<file path="src/rtl/fma_special_sel.sv">
`timescale 1ns/1ps
module fma_special_sel #(
  parameter int EXP_W  = 11,
  parameter int FRAC_W = 52
) (
  input  logic [EXP_W+FRAC_W:0] op_x,
  input  logic [EXP_W+FRAC_W:0] op_y,
  input  logic [EXP_W+FRAC_W:0] op_z,
  output logic                  fixed_o,
  output logic [EXP_W+FRAC_W:0] result_o,
  output logic                  invalid_o,
  output logic                  compute_o,
  output logic                  norm_x_o,
  output logic                  norm_y_o,
  output logic                  norm_z_o
);
  localparam int DW = EXP_W + FRAC_W + 1;
  localparam logic [DW-1:0] QMASK = DW'(1) << (FRAC_W - 1);
  localparam logic [DW-1:0] DNAN  = {1'b0, {EXP_W{1'b1}}, 1'b1, {(FRAC_W-1){1'b0}}};

  typedef enum logic [2:0] {C_ZERO, C_SUB, C_NORM, C_INF, C_QNAN, C_SNAN} cls_t;

  function automatic cls_t classify(input logic [DW-1:0] v);
    logic [EXP_W-1:0]  e;
    logic [FRAC_W-1:0] f;
    e = v[DW-2:FRAC_W];
    f = v[FRAC_W-1:0];
    if (&e)       return (f == '0) ? C_INF : (f[FRAC_W-1] ? C_QNAN : C_SNAN);
    else if (e == '0) return (f == '0) ? C_ZERO : C_SUB;
    else          return C_NORM;
  endfunction

  function automatic logic [DW-1:0] inf_of(input logic s);
    return {s, {EXP_W{1'b1}}, {FRAC_W{1'b0}}};
  endfunction

  cls_t cx, cy, cz;
  logic ps, zs;
  assign cx = classify(op_x);
  assign cy = classify(op_y);
  assign cz = classify(op_z);
  assign ps = op_x[DW-1] ^ op_y[DW-1];
  assign zs = op_z[DW-1];

  logic fix, inv;
  logic [DW-1:0] res;

  always_comb begin
    fix = 1'b1;
    inv = 1'b0;
    res = '0;
    if (cz == C_SNAN) begin
      inv = 1'b1;
      res = op_z | QMASK;
    end else if (cx == C_SNAN) begin
      inv = 1'b1;
      res = op_x | QMASK;
    end else if (cy == C_SNAN) begin
      inv = 1'b1;
      res = op_y | QMASK;
    end else if (cx == C_QNAN) begin
      res = op_x;
    end else if (cy == C_QNAN) begin
      res = op_y;
    end else if ((cx == C_INF && cy == C_ZERO) || (cx == C_ZERO && cy == C_INF)) begin
      if (cz == C_QNAN) res = op_z;
      else begin
        inv = 1'b1;
        res = DNAN;
      end
    end else if (cx == C_INF || cy == C_INF) begin
      if (cz == C_QNAN) res = op_z;
      else if (cz == C_INF && zs != ps) begin
        inv = 1'b1;
        res = DNAN;
      end else res = inf_of(ps);
    end else if (cx == C_ZERO || cy == C_ZERO) begin
      res = (cz == C_INF) ? inf_of(zs) : op_z;
    end else if (cz == C_QNAN) begin
      res = op_z;
    end else if (cz == C_INF) begin
      res = inf_of(zs);
    end else begin
      fix = 1'b0;
    end
  end

  assign fixed_o   = fix;
  assign result_o  = res;
  assign invalid_o = inv;
  assign compute_o = !fix;
  assign norm_x_o  = !fix && cx == C_SUB;
  assign norm_y_o  = !fix && cy == C_SUB;
  assign norm_z_o  = !fix && cz == C_SUB;
endmodule

</file>
<file path="config.mk">
export PLATFORM = sky130hd
export DESIGN_NAME = fma_special_sel
export DESIGN_NICKNAME = d
export VERILOG_FILES = /design/src/rtl/fma_special_sel.sv
export SDC_FILE = /design/constraint.sdc
export NUM_CORES = 1
export LEC_CHECK = 0
export ABC_CLOCK_PERIOD_IN_PS = 3300
export CORE_ASPECT_RATIO = 0.7
export CORE_MARGIN = 5
export CORE_UTILIZATION = 30
export DETAILED_ROUTE_END_ITERATION = 6
export GPL_TIMING_DRIVEN = 0
export PLACE_DENSITY = 0.85
export SYNTH_ARGS = -nofsm -noshare
export SYNTH_HDL_FRONTEND = slang
export SYNTH_SLANG_ARGS = --single-unit
</file>
<file path="constraint.sdc">
create_clock -name vclk -period 3.3
set_input_delay 0.33 -clock vclk [all_inputs]
set_output_delay 0.33 -clock vclk [all_outputs]
set_load 0.01 [all_outputs]
</file>
Word-level counts from Yosys, hierarchy flattened

Index checks and enable logic that the tools add are counted.

Flip-flop bits (word level): 0
Input port bits: 192
Output and inout port bits: 70
Word-level logic and storage cells: 84

Equal/unequal tests: 13
Mux-type cells: 49
Bitwise logic cells: 1
Reduce and logical (&&, ||, !) cells: 21

Operators with widths:

| operator                                            | count |
|---|---|
| two-way mux 64 bit                                  | 13 |
| logical NOT 52 bit                                  | 3 |
| two-way mux 63 bit                                  | 1 |
| logical NOT 11 bit                                  | 3 |
| AND reduction 11 bit                                | 3 |
| two-way mux 1 bit                                   | 26 |
| equality test 3 bit, second input constant          | 6 |
| two-way mux 3 bit                                   | 6 |
| equality test 3 x 1 -> 1 bit, second input constant | 3 |
| equality test 3 x 2 -> 1 bit, second input constant | 3 |
| logical AND 1 bit                                   | 6 |
| logical NOT 3 bit                                   | 2 |
| two-way mux 2 bit                                   | 3 |
| logical OR 1 bit                                    | 3 |
| logical NOT 1 bit                                   | 1 |
| inequality test 1 bit                               | 1 |
| XOR 1 bit                                           | 1 |

Depth between registers and ports, before layout

Depth after elaboration: 17
Mapped depth: 11
Depth with buffers taken out: 8

Worst setup path after synthesis

OpenSTA, ideal clock, no wires.

Path type: input-to-output
Start point: input port op_x[0]
End point: output port result_o[27]
Arrival: 2670 ps
Required time: 2970 ps
Setup slack: 300 ps
Cell stages on the path: 10
Buffers on the path: 2
Cell sequence: nor4_1 -> nand4_1 -> or4_1 -> buf_2 -> or2_1 -> o2bb2ai_2 -> mux2i_1 -> o31a_1 -> clkbuf_2 -> o21ai_0

Word-level cells in the longest chain between the ends: 14
Elaborated cells between the ends (all ways): 22
Classes of those cells: eq/ne: 3; mux: 12; reduce/logical: 7

Ends and longest elaborated chain:

| element                | line   | source |
|---|---|---|
| start, declared        | 6      | `input logic [EXP_W+FRAC_W:0] op_x,` |
| logical NOT 52 bit (*) | 28, 29 |  |
| two-way mux 1 bit      | 29     | `else if (e == '0) return (f == '0) ? C_ZERO : C_SUB;` |
| two-way mux 2 bit      | 29     |  |
| two-way mux 3 bit (*)  | 28     | `if (&e) return (f == '0) ? C_INF : (f[FRAC_W-1] ? C_QNAN : C_SNAN);` |
| logical NOT 3 bit      | 65, 77 |  |
| logical OR 1 bit       | 77     | `end else if (cx == C_ZERO \|\| cy == C_ZERO) begin` |
| two-way mux 64 bit     | 77     |  |
| two-way mux 64 bit     | 71     | `end else if (cx == C_INF \|\| cy == C_INF) begin` |
| two-way mux 64 bit     | 65     | `end else if ((cx == C_INF && cy == C_ZERO) \|\| (cx == C_ZERO && cy == C_INF)) begin` |
| two-way mux 64 bit     | 63     | `end else if (cy == C_QNAN) begin` |
| two-way mux 64 bit     | 61     | `end else if (cx == C_QNAN) begin` |
| two-way mux 64 bit     | 58     | `end else if (cy == C_SNAN) begin` |
| two-way mux 64 bit (*) | 55     | `end else if (cx == C_SNAN) begin` |
| two-way mux 64 bit (*) | 52     | `if (cz == C_SNAN) begin` |
| end, declared          | 10     | `output logic [EXP_W+FRAC_W:0] result_o,` |

Mark *: on every way between the ends. The rest lies on a longest branch, timed or not.

Final worst setup path

Start point: input port op_y[4]
End point: output port result_o[6]

Word-level cells in the longest chain between the ends: 14
Elaborated cells between the ends (all ways): 22
Classes of those cells: eq/ne: 3; mux: 12; reduce/logical: 7

Ends and longest elaborated chain:

| element                | line   | source |
|---|---|---|
| start, declared        | 7      | `input logic [EXP_W+FRAC_W:0] op_y,` |
| logical NOT 52 bit (*) | 28, 29 |  |
| two-way mux 1 bit      | 29     |  |
| two-way mux 2 bit      | 29     |  |
| two-way mux 3 bit (*)  | 28     |  |
| logical NOT 3 bit      | 65, 77 |  |
| logical OR 1 bit       | 77     |  |
| two-way mux 64 bit     | 77     |  |
| two-way mux 64 bit     | 71     |  |
| two-way mux 64 bit     | 65     |  |
| two-way mux 64 bit     | 63     |  |
| two-way mux 64 bit     | 61     |  |
| two-way mux 64 bit (*) | 58     |  |
| two-way mux 64 bit (*) | 55     |  |
| two-way mux 64 bit (*) | 52     |  |

Marks and branches as above.

==> flow_summary.ini <==
[worst_setup_path]
cpPeakStageDelay_ns = 0.35
worstPathMaxFanout = 5
cpLargestDelayFamily = simple AND/OR/NAND/NOR gates
crit_path_frequent_cell = buf_6
path_cells = dlygate4sd2_1 -> nor4_1 -> nand4_1 -> nor4_4 -> buf_6 -> buf_12 -> o211ai_4 -> o2bb2ai_4 -> mux2i_2 -> buf_4 -> nor3_4 -> buf_6 -> buf_6 -> a211o_1 -> buf_6
required_ns = 2.97
crit_path_top_delay_cell = nor4_1
crit_type = primary input to output port
crit_arrival_ns = 3.21
critPathBufInv = 7
cp-start-kind = primary input
worstSetupPathDepth = 15
cp-end-kind = output port

[sta]
postLayoutSetupSlackWorst_ns = -0.244
finalHoldViolCount = 0
rsz0062_at_grt = yes
slew_headroom_pct = 66.7
fin_crit_ns = 3.54
setup_viol = 52
fin_crit_sh_pct = 107
timing.fmax_ghz = 0.282
worst_pin_slew_ns = 0.500
slew_viol_final = 0

[placed_design]
hpwl_um = 14400
gp_congestion = 0.950
dp_slack_ns = -1.48
numPortBuffers = 262

[power_and_ir_drop]
p_seq_share_pct = 0
finalPower_uw = 350
p_leak_nw = 2.94
swShare_pct = 46.2
p_switching_uw = 162
clock_power_share_pct = 0
irDropWorstVdd_uv = 48.7
comb_power_share_pct = 100.0
p_per_area_nw_per_um2 = 58.8
p_int_uw = 188

[drt]
routed_wl_um = 19500
ant_nets = 0
via_count = 5205
drt_iter0_drc = 737
vias_per_cell = 6.36
wl_per_cell_um = 23.8
drcViolationCount = 0
first_pass_iters = 7

[cells_and_area]
syn_to_final_growth_pct = 145
drive_above_1_share_pct = 37.6
nets = 910
ff_latch_area_um2 = 0
design.seq.count = 0
clock_buffers = 0

[global_routing]
met1_usage_pct = 43.4
grt_max_degree = 11
grt_pass1_vias = 4808
grt_pass1_wl_um = 26600
grt-busiest-layer = met2
grt_usage_pct = 32.6
grtUsageMet2_pct = 55.9
grt_use_met3_pct = 5.06
grt_overflow = 0
antenna_found_initial = 0

[floorplanning]
core_area_um2 = 7870
start_util_pct = 30.9
die_w_um = 118
die-area_um2 = 10000
rows = 27
pin_count = 262
die_y_um = 85.3

[logic_synthesis]
ys_types = 44
synth.largest_area_cell = a22oi_1
synth_cells = 414
avgSynthCellArea_um2 = 5.87
synth_area_um2 = 2430
ys_seq_area_share_pct = 0
yosys_warnings = 0
post-synth-top-count-cell = a22oi_1
syn_nets = 606
synthTopCellsByCount = 51 x a22oi_1, 46 x inv_1, 45 x nor4_1
synth_area_leaders = a22oi_1 16%, nor4_1 12%, o21ai_0 8.4%
synth_top_area_share_pct = 15.8

[hold_path]
min_path_cells = 4
hp-class = primary input to output port

[run_status]
status = complete, but fails checks
violations = negative setup slack

[run]
max-cap-violations = 0
-- cells by family after synthesis --
kind of cell | Yosys count | synth area share [%]
AOI/OAI and AO/OA | 170 | 49.0
and+or+nand+nor | 168 | 37.2
buffers and inverters | 73 | 12.7
xor gates and xnor gates | 2 | 0.721
muxes | 1 | 0.412
-- layout by cell type, fill, tap and decap left out, drive strengths merged, types with 26 or more instances in the layout --
cell type / count
a22oi: 51
nand2: 38
o21ai: 61
nand3: 26
clkdlybuf4s50: 67
buf: 132
dlymetal6s2s: 33
nor4: 48
dlygate4sd2: 54
inv: 46
-- metrics by stage --
| stage | instances | instance area (um^2) | utilization, % | hold slack (ns) | TNS (ns) |
|---|---|---|---|---|---|
| 2_1_floorplan | 414 | 2430 | - | 0.777 | 0 |
| 3_3_place_gp | 777 | 5180 | 65.8 | 1.67 | -76.45 |
| 3_5_place_dp | 777 | 5180 | 65.8 | 1.68 | -77.26 |
| 4_1_cts | 808 | 5580 | 70.8 | 1.00 | -3.21 |
| 5_1_grt | 817 | 5950 | 75.6 | 0.995 | -12.29 |
| 6_report | 818 | 5950 | 75.6 | 0.985 | -6.98 |
-- worst min-delay path, cell delays in order --
cell and delay [ns]:
buf_6 0.09, a22oi_2 0.06, o21ai_2 0.05, buf_2 0.12
-- power by group through the flow --
stage	Combinational (mW)	Clock [mW]	Sequential (mW)
6_report	0.350	0.0000000406	0
5_1_grt	0.365	0	0
4_1_cts	0.328	0	0
3_5_place_dp	0.339	0	0
3_3_place_gp	0.335	0	0
2_1_floorplan	0.0408	0	0
-- cell type report --
type               count  area [um^2]
inverters             46          173
well taps            101          126
fillers              607         1920
repair buffers       307         2710
plain buffers         22          196
diodes                 1         2.50
multi-input cells    341         2750
-- per-layer routing --
metal | vias to the layer above | share of wire (%)
li1 | 2226 | -
met1 | 2455 | 38
met2 | 456 | 47
met3 | 68 | 12
met4 | 0 | 2.7
met5 | - | 0
-- worst paths after layout --
kind,from,end,slack (ns)
hold / removal,op_x[22],result_o[22],0.98
setup / recovery,op_y[4],result_o[6],-0.24
-- what timing repair did --
action | CTS | global route
gates cloned | 4 | 1
hold buffers | 0 | 0
pin swaps | 54 | 53
setup endpoints to repair | 70 | 70
gates resized for setup | 558 | 138
setup buffers | 29 | 15
No activity file was read; power rests on OpenSTA's default activity.
